File: src/rtl/pfmt_pkg.sv
package pfmt_pkg;

  typedef enum logic [1:0] {
    OP_IDLE = 2'd0,
    OP_PAIR = 2'd1,
    OP_FILL = 2'd2,
    OP_PASS = 2'd3
  } lane_op_e;

  // 2x2 ordered threshold, indexed by line phase and pixel parity
  function automatic logic [1:0] bayer_thr(input logic ph, input logic x);
    case ({ph, x})
      2'b00:   return 2'd0;
      2'b01:   return 2'd2;
      2'b10:   return 2'd3;
      default: return 2'd1;
    endcase
  endfunction

endpackage

File: src/rtl/pfmt_frame_track.sv
module pfmt_frame_track (
  input  logic clk,
  input  logic rst_n,
  input  logic de_in,
  input  logic vs_in,
  output logic x_odd,
  output logic line_ph
);

  logic de_d_q, vs_d_q, nxt_odd_q, row_q, frm_q;
  logic nxt_odd_d, row_d, frm_d;
  logic de_rise, de_fall, vs_rise;

  always_comb begin
    de_rise   = de_in & ~de_d_q;
    de_fall   = ~de_in & de_d_q;
    vs_rise   = vs_in & ~vs_d_q;
    x_odd     = de_rise ? 1'b0 : nxt_odd_q;
    nxt_odd_d = de_in ? ~x_odd : nxt_odd_q;
    if (vs_rise)      row_d = 1'b0;
    else if (de_fall) row_d = ~row_q;
    else              row_d = row_q;
    frm_d     = vs_rise ? ~frm_q : frm_q;
    line_ph   = row_q ^ frm_q;
  end

  always_ff @(posedge clk or negedge rst_n) begin
    if (!rst_n) begin
      de_d_q    <= 1'b0;
      vs_d_q    <= 1'b0;
      nxt_odd_q <= 1'b0;
      row_q     <= 1'b0;
      frm_q     <= 1'b0;
    end else begin
      de_d_q    <= de_in;
      vs_d_q    <= vs_in;
      nxt_odd_q <= nxt_odd_d;
      row_q     <= row_d;
      frm_q     <= frm_d;
    end
  end

endmodule

File: src/rtl/pfmt_dither.sv
module pfmt_dither
  import pfmt_pkg::*;
#(
  parameter int IN_W  = 8,
  parameter int OUT_W = 6
) (
  input  logic [IN_W-1:0] val,
  input  logic            x_odd,
  input  logic            line_ph,
  output logic [IN_W-1:0] res
);

  localparam int DROP = IN_W - OUT_W;

  logic [OUT_W-1:0] msb;
  logic [DROP-1:0]  frac, thr;
  logic             bump;

  always_comb begin
    msb  = val[IN_W-1:DROP];
    frac = val[DROP-1:0];
    thr  = DROP'(bayer_thr(line_ph, x_odd)) << (DROP - 2);
    bump = (frac > thr) && (msb != {OUT_W{1'b1}});
    res  = {msb + OUT_W'(bump), {DROP{1'b0}}};
  end

endmodule

File: src/rtl/pfmt_lane_pack.sv
module pfmt_lane_pack
  import pfmt_pkg::*;
#(
  parameter int CH_W = 8,
  parameter int NCH  = 3
) (
  input  logic                      clk,
  input  logic                      rst_n,
  input  logic                      two_phase,
  input  logic [NCH-1:0][CH_W-1:0]  s1_pix,
  input  logic                      s1_de,
  input  logic                      s1_odd,
  input  logic                      s1_hs,
  input  logic                      s1_vs,
  output logic [NCH-1:0][CH_W-1:0]  even_pix,
  output logic [NCH-1:0][CH_W-1:0]  odd_pix,
  output logic                      de_o,
  output logic                      hs_o,
  output logic                      vs_o,
  output logic                      half_o
);

  lane_op_e                 op;
  logic                     hold_en, pend_d, pend_q, half_d, half_q;
  logic [NCH-1:0][CH_W-1:0] hold_q, even_d, even_q, odd_d, odd_q;
  logic                     de_q, hs_q, vs_q;

  always_comb begin
    if (!two_phase)              op = OP_PASS;
    else if (s1_de && s1_odd)    op = OP_PAIR;
    else if (!s1_de && pend_q)   op = OP_FILL;
    else                         op = OP_IDLE;

    hold_en = two_phase & s1_de & ~s1_odd;
    pend_d  = hold_en;

    even_d = even_q;
    odd_d  = odd_q;
    half_d = ~half_q;
    case (op)
      OP_PASS: begin
        even_d = '0;
        odd_d  = s1_pix;
      end
      OP_PAIR: begin
        even_d = hold_q;
        odd_d  = s1_pix;
        half_d = 1'b1;
      end
      OP_FILL: begin
        even_d = hold_q;
        odd_d  = '0;
        half_d = 1'b1;
      end
      default: ;
    endcase
  end

  always_ff @(posedge clk or negedge rst_n) begin
    if (!rst_n) begin
      hold_q <= '0;
      pend_q <= 1'b0;
      even_q <= '0;
      odd_q  <= '0;
      half_q <= 1'b0;
      de_q   <= 1'b0;
      hs_q   <= 1'b0;
      vs_q   <= 1'b0;
    end else begin
      if (hold_en) hold_q <= s1_pix;
      pend_q <= pend_d;
      even_q <= even_d;
      odd_q  <= odd_d;
      half_q <= half_d;
      de_q   <= s1_de;
      hs_q   <= s1_hs;
      vs_q   <= s1_vs;
    end
  end

  assign even_pix = even_q;
  assign odd_pix  = odd_q;
  assign de_o     = de_q;
  assign hs_o     = hs_q;
  assign vs_o     = vs_q;
  assign half_o   = half_q;

endmodule

File: src/rtl/pfmt_panel_fmt.sv
module pfmt_panel_fmt #(
  parameter int CH_W  = 8,
  parameter int OUT_W = 6
) (
  input  logic            clk,
  input  logic            rst_n,
  input  logic            two_phase,
  input  logic            depth6,
  input  logic            de_in,
  input  logic            hs_in,
  input  logic            vs_in,
  input  logic [CH_W-1:0] in_r,
  input  logic [CH_W-1:0] in_g,
  input  logic [CH_W-1:0] in_b,
  output logic [CH_W-1:0] ev_r,
  output logic [CH_W-1:0] ev_g,
  output logic [CH_W-1:0] ev_b,
  output logic [CH_W-1:0] od_r,
  output logic [CH_W-1:0] od_g,
  output logic [CH_W-1:0] od_b,
  output logic            de_out,
  output logic            hs_out,
  output logic            vs_out,
  output logic            dclk_full,
  output logic            dclk_full_n,
  output logic            dclk_half,
  output logic            dclk_half_n
);

  localparam int NCH = 3;

  // reset: asserted asynchronously, released on the clock
  logic [1:0] rs_q;
  logic       rst_s_n;

  always_ff @(posedge clk or negedge rst_n) begin
    if (!rst_n) rs_q <= '0;
    else        rs_q <= {rs_q[0], 1'b1};
  end
  assign rst_s_n = rs_q[1];

  logic x_odd, line_ph;

  pfmt_frame_track trk_i (
    .clk     (clk),
    .rst_n   (rst_s_n),
    .de_in   (de_in),
    .vs_in   (vs_in),
    .x_odd   (x_odd),
    .line_ph (line_ph)
  );

  logic [NCH-1:0][CH_W-1:0] raw, dith, s1_pix_d, s1_pix_q;
  logic                     s1_de_q, s1_hs_q, s1_vs_q, s1_odd_q;

  assign raw = {in_b, in_g, in_r};

  generate
    for (genvar ch = 0; ch < NCH; ch++) begin : g_ch
      pfmt_dither #(.IN_W(CH_W), .OUT_W(OUT_W)) dith_i (
        .val     (raw[ch]),
        .x_odd   (x_odd),
        .line_ph (line_ph),
        .res     (dith[ch])
      );
    end
  endgenerate

  always_comb begin
    if (!de_in)      s1_pix_d = '0;
    else if (depth6) s1_pix_d = dith;
    else             s1_pix_d = raw;
  end

  always_ff @(posedge clk or negedge rst_s_n) begin
    if (!rst_s_n) begin
      s1_pix_q <= '0;
      s1_de_q  <= 1'b0;
      s1_hs_q  <= 1'b0;
      s1_vs_q  <= 1'b0;
      s1_odd_q <= 1'b0;
    end else begin
      s1_pix_q <= s1_pix_d;
      s1_de_q  <= de_in;
      s1_hs_q  <= hs_in;
      s1_vs_q  <= vs_in;
      s1_odd_q <= x_odd;
    end
  end

  logic [NCH-1:0][CH_W-1:0] even_pix, odd_pix;
  logic                     half;

  pfmt_lane_pack #(.CH_W(CH_W), .NCH(NCH)) lane_i (
    .clk       (clk),
    .rst_n     (rst_s_n),
    .two_phase (two_phase),
    .s1_pix    (s1_pix_q),
    .s1_de     (s1_de_q),
    .s1_odd    (s1_odd_q),
    .s1_hs     (s1_hs_q),
    .s1_vs     (s1_vs_q),
    .even_pix  (even_pix),
    .odd_pix   (odd_pix),
    .de_o      (de_out),
    .hs_o      (hs_out),
    .vs_o      (vs_out),
    .half_o    (half)
  );

  assign ev_r        = even_pix[0];
  assign ev_g        = even_pix[1];
  assign ev_b        = even_pix[2];
  assign od_r        = odd_pix[0];
  assign od_g        = odd_pix[1];
  assign od_b        = odd_pix[2];
  assign dclk_full   = clk;
  assign dclk_full_n = ~clk;
  assign dclk_half   = half;
  assign dclk_half_n = ~half;

endmodule

File: config.mk
export PLATFORM = sky130hd
export DESIGN_NAME = pfmt_panel_fmt
export DESIGN_NICKNAME = d
export VERILOG_FILES = /design/src/rtl/pfmt_pkg.sv /design/src/rtl/pfmt_frame_track.sv /design/src/rtl/pfmt_dither.sv /design/src/rtl/pfmt_lane_pack.sv /design/src/rtl/pfmt_panel_fmt.sv
export SDC_FILE = /design/constraint.sdc
export NUM_CORES = 1
export LEC_CHECK = 0
export BUFFER_PORTS_ARGS = -buffer_cell sky130_fd_sc_hd__buf_2
export CORE_ASPECT_RATIO = 0.8
export CORE_MARGIN = 10
export CORE_UTILIZATION = 55
export CTS_CLUSTER_SIZE = 40
export DETAILED_ROUTE_END_ITERATION = 6
export PLACE_DENSITY = 0.79
export SLEW_MARGIN = 5
export SYNTH_ARGS = -nofsm -noshare
export SYNTH_HDL_FRONTEND = slang
export SYNTH_SLANG_ARGS = --single-unit
File: constraint.sdc
create_clock -name clk -period 3.6 [get_ports clk]
set_input_delay 0.72 -clock clk [delete_from_list [all_inputs] [get_ports clk]]
set_output_delay 0.72 -clock clk [all_outputs]
set_load 0.01 [all_outputs]
; Word level (Yosys, flattened, before mapping)
; Cells that the tools add are included.
[classes]
addsub = 3
magnitude_cmp = 3
n_eq_ne = 8
n_mux = 12
n_bitwise = 15
reduce_logical = 12
[ops]
columns = cell, n
row1 = case mux 24 bit (2 select lines), 2
row2 = two-way mux 24 bit, 2
row3 = adder 6 x 1 -> 6 bit, 3
row4 = != test 6 bit (second input constant), 3
row5 = NOT 1 bit, 9
row6 = equality test 2 bit (second input constant), 3
row7 = > comparator 2 bit, 3
row8 = two-way mux 2 bit, 3
row9 = case mux 2 bit (3 select lines), 1
row10 = nonzero test 2 bit, 3
row11 = bitwise AND 1 bit, 5
row12 = logical AND 1 bit, 5
row13 = equality test 2 x 1 -> 1 bit (second input constant), 2
row14 = two-way mux 1 bit, 4
row15 = OR reduction 2 bit, 2
row16 = logical NOT 2 bit, 1
row17 = logical NOT 1 bit, 1
row18 = bitwise XOR 1 bit, 1
[totals]
ff_bits = 110
input_bits = 31
wordCells = 78

; Logic depth before layout (Yosys ltp)
[depth]
word_depth = 10
mapped_depth = 11
mapped_depth_nobuf = 11

; Modules after synthesis
; From an unflattened synthesis, not the netlist that was laid out.
[hier_totals]
cells_unflattened = 444
hier_area_um2 = 5146.2
[by_module_without_submodules]
columns = mod, instances, cells_per_inst, area_per_inst_um2, seq_area_each_um2
row1 = pfmt_lane_pack, 1, 270, 3146.8, 1926.8
row2 = pfmt_panel_fmt, 1, 87, 1218.7, 750.7
row3 = pfmt_dither, 3, 24, 196.4, 0.0
row4 = pfmt_frame_track, 1, 15, 191.4, 125.1

==> out/metrics.sh <==
OUTCOME='finished, final reports clean'
FLOW.AREA_GROWTH_FROM_SYNTHESIS_PCT=16.5
NUM_ANTENNA_CELLS=0
DRIVE_ABOVE_1_SHARE_PCT=27.7
DETAIL_ROUTE.WIRELENGTH_MM=9.78
REG2REGPATHDEPTH=8
ASYNC_RESET_FF_SHARE_PCT=100
FLOORPLAN.ROWS=30
TIMING.HOLD.WORST.CLASS='in2reg'
POWER-PER-CELL-AREA_mW_PER_MM2=581
MOSTFREQUENTLAYOUTCELLS='109 x sky130_fd_sc_hd__dfrtp_1, 85 x sky130_fd_sc_hd__buf_2, 54 x sky130_fd_sc_hd__nand2_1, 50 x sky130_fd_sc_hd__o21ai_0, 46 x sky130_fd_sc_hd__nand2b_1'
SYNTHESIS.AREA_PER_INSTANCE_SQ_UM=11.5
DIE_WIDTH_MICRONS=123
CLK-INSERTION-DELAY-LATE_PS=480
CTSRESIZECOUNT=0
ANTENNA_FOUND_INITIAL=0
REGISTER_CLOCK_PIN_SLEW_ON_THE_REPORTED_WORST_SETUP_AND_HOLD_PATHS_PS=100
CRIT_CHAIN='clkbuf_8, clkbuf_8, clkbuf_8, inv_1, buf_2'
CP_CAPTURE_TYPE='output pin'
FP.DIEH_MICRONS=103
CLOCK-SKEW-FINAL_PS=7.98
GRT.TOTAL_USAGE_PCT=16.5
SYN_INST=408
SYN_AREA_SQ_MM=0.00469
GRT_OVERFLOW=0
SYNTH.DISTINCT_CELLS=31
YOSYSSEQAREASHARE_PCT=58.7
START_UTIL_PCT=55.8
CRITICAL_PATH.SLOWEST_CELL='sky130_fd_sc_hd__clkbuf_8'
FINALCOREUTILIZATION_PCT=65.0
CRIT-REG2REG-LAUNCH='trk_i.frm_q'
CORE_SQ_MM=0.00841
CTS_HOLD_BUFFERS=1
DRC=0
POWER.INTERNAL_mW=2.25
SYNTH-EDFF-COUNT=0
WORSTPATHREQUIRED_PS=2880
WIRE_LENGTH_OF_THE_FIRST_GLOBAL_ROUTING_PASS_MM=16.2
IO-PIN-COUNT=86
SYNTH_TOP_CELL_BY_AREA='sky130_fd_sc_hd__dfrtp_1'
COMBINATIONALPOWERSHARE_PCT=20.7
WORST_HOLD_PATH_STARTPOINT='hs_in'
SEQ_POWER_SHARE_PCT=49.1
SYNTHESIS.NETS=453
DIE_AREA_SQ_MM=0.0126
YOSYSWARNINGS=0
CRIT_FANOUT=13
WORST_SLACK_SETUP_FINAL_PS=439
TIMING.CRITICAL_PATH.ARRIVAL_PS=2440
P_LEAK_nW=2.76
WORST-SETUP-PATH-TYPE='clk2out'
START_KIND='clock port'
SYNTHFLOPTYPE='sky130_fd_sc_hd__dfrtp_1'
CRIT_STARTPOINT='clk'
POST-PLACE-WS_PS=775
MAX-VDD-IR-DROP_V=0.000285
WORST_SLEW_PIN_SLEW_PS=829
PLACE.GP.CONGESTION=0.844
SYNTH.AREA.TOP_CELLS='sky130_fd_sc_hd__dfrtp_1 59%, sky130_fd_sc_hd__nand2b_1 6.1%, sky130_fd_sc_hd__mux2_4 6.1%, sky130_fd_sc_hd__o21ai_0 5.3%, sky130_fd_sc_hd__nand2_1 4.3%'
SW_POWER_uW=925
ROUTED_WIRE_LENGTH_PER_INSTANCE_MICRONS=16.1
LAYOUT.CELLS.MOST_COMMON='sky130_fd_sc_hd__dfrtp_1'
CRIT-REG2REG-CAPTURE='s1_pix_q[7]'
POSTCTSSETUPREPAIRBUFS=0
GRT_START_MAX_NET_PINS=76
FINALMAXSLEWVIOLATIONS=0
AVGVIACOUNTPERCELL=5.12
DRV_CAP=0
HPWL_AFTER_DETAILED_PLACEMENT_MM=7.15
MAX_STAGE_DELAY_PS=180
PWR-SHARE-CLK_PCT=30.2
WORSTHOLDENDPOINT='s1_hs_q'
MIN_PATH_CELLS=1
FINAL_ANTENNA_NET_COUNT=0
VIAS_IN_THE_FIRST_GLOBAL_ROUTE=3234
NETSWITCHINGFRACTION_PCT=29.1
MULTI_INPUT_GATE_AREA_IN_THE_FINAL_LAYOUT_SQ_MM=0.00178
SEQCELLAREA_SQ_MM=0.00276
SETUP-TNS-FINAL_PS=0
DRT_PASS1_ITERATIONS=4
N_FILL_CELL=674
RSZ0062_AT_GRT='false'
SETUP_VIOL=0
MAX_SLEW_MARGIN_PCT=44.7
DESIGN.FINAL.NETS=535
R2R_SLACK_PS=1000
SYNTH.TOP_CELL.AREA_SHARE_PCT=58.7
DRT_ITER0_DRC=244
PORT-BUFFER-COUNT=85
POSTSYNTHREGISTERBITS=110
ROUTE.VIAS.TOTAL=3106
CPMOSTUSEDCELL='sky130_fd_sc_hd__clkbuf_8'
CTS_TREE='yes'
HOLD_VIOLATIONS=0
[area by class of cell]
class / instances / area share, %
Clock buffer: 15 / 3.46
Clock inverter: 7 / 1.74
Inverter: 12 / 0.824
Multi-Input combinational cell: 264 / 32.6
Sequential cell: 110 / 50.4
Tap cell: 112 / 2.56
Timing Repair Buffer: 87 / 8.42
[power groups by stage]
| stage | clock network [mW] | registers, mW | logic, mW |
|---|---|---|---|
| finish | 0.958 | 1.56 | 0.659 |
| detailed placement | 0.0370 | 1.58 | 0.670 |
| global placement | 0.0370 | 1.58 | 0.641 |
| global route | 1.04 | 1.59 | 0.742 |
| floorplan | 0.0338 | 1.59 | 0.420 |
| CTS | 0.980 | 1.56 | 0.672 |
[through the flow]
step           hold WS (ps)  instances  area [sq um]  power (mW)
2_1_floorplan           331        408          4690        2.04
3_3_place_gp            337        587          5190        2.25
3_5_place_dp            339        587          5190        2.29
4_1_cts                 321        607          5470        3.21
5_1_grt                 313        607          5470        3.36
6_report                335        607          5470        3.18
[Yosys cell counts (3+ instances only)]
library cell,n
sky130_fd_sc_hd__nand2_1,54
sky130_fd_sc_hd__dfrtp_1,110
sky130_fd_sc_hd__a211oi_1,3
sky130_fd_sc_hd__nand2b_1,46
sky130_fd_sc_hd__ha_1,14
sky130_fd_sc_hd__buf_2,6
sky130_fd_sc_hd__clkbuf_1,11
sky130_fd_sc_hd__mux2_4,19
sky130_fd_sc_hd__nand4_1,6
sky130_fd_sc_hd__a21oi_1,6
sky130_fd_sc_hd__mux2i_1,6
sky130_fd_sc_hd__mux2_2,5
sky130_fd_sc_hd__o21ai_0,50
sky130_fd_sc_hd__inv_1,13
sky130_fd_sc_hd__buf_6,3
sky130_fd_sc_hd__xor2_1,10
sky130_fd_sc_hd__or3_1,4
sky130_fd_sc_hd__nor2_1,20
sky130_fd_sc_hd__a22o_1,3
sky130_fd_sc_hd__and2_1,3
sky130_fd_sc_hd__nor3_1,3
[per-layer routing]
layer  global-route usage (%)  share of wire [%]  up-vias
met5                        0                  0        -
met4                     5.27               0.95        0
met3                     6.79                7.5        8
met2                     23.8                 44       89
met1                     22.1                 47     1494
li1                         -                  -     1515
[cell families after synthesis]
| family | after synthesis | synth area share (%) |
|---|---|---|
| and+or+nand+nor | 141 | 15.6 |
| DFF | 110 | 58.7 |
| AOI/OAI and AO/OA | 66 | 7.65 |
| buffers and inverters | 34 | 3.44 |
| muxes | 30 | 8.56 |
| adders and majority gates | 14 | 3.73 |
| xor gates and xnor gates | 12 | 2.24 |
| other | 1 | 0.0799 |
[how the worst max path moves through the flow]
| stage | to | slack (ps) |
|---|---|---|
| 6_report | dclk_full_n | 440 |
| 5_1_grt | dclk_full_n | 410 |
| 4_1_cts | dclk_full_n | 420 |
| 3_5_place_dp | s1_pix_q[15] | 780 |
| 3_3_place_gp | s1_pix_q[15] | 860 |
| 2_1_floorplan | lane_i.de_o | 310 |
[critical path: cells and delay by family]
kind | cells | cell delay [ps]
buf+inv | 5 | 630
[state kept, by name (all words and copies together), names as in the netlist, 2 cells and up]
signal	flops
s1_pix_q	24
rs_q	2
lane_i.odd_pix	24
lane_i.hold_q	24
lane_i.even_pix	24
No activity file was read; power rests on OpenSTA's default activity.
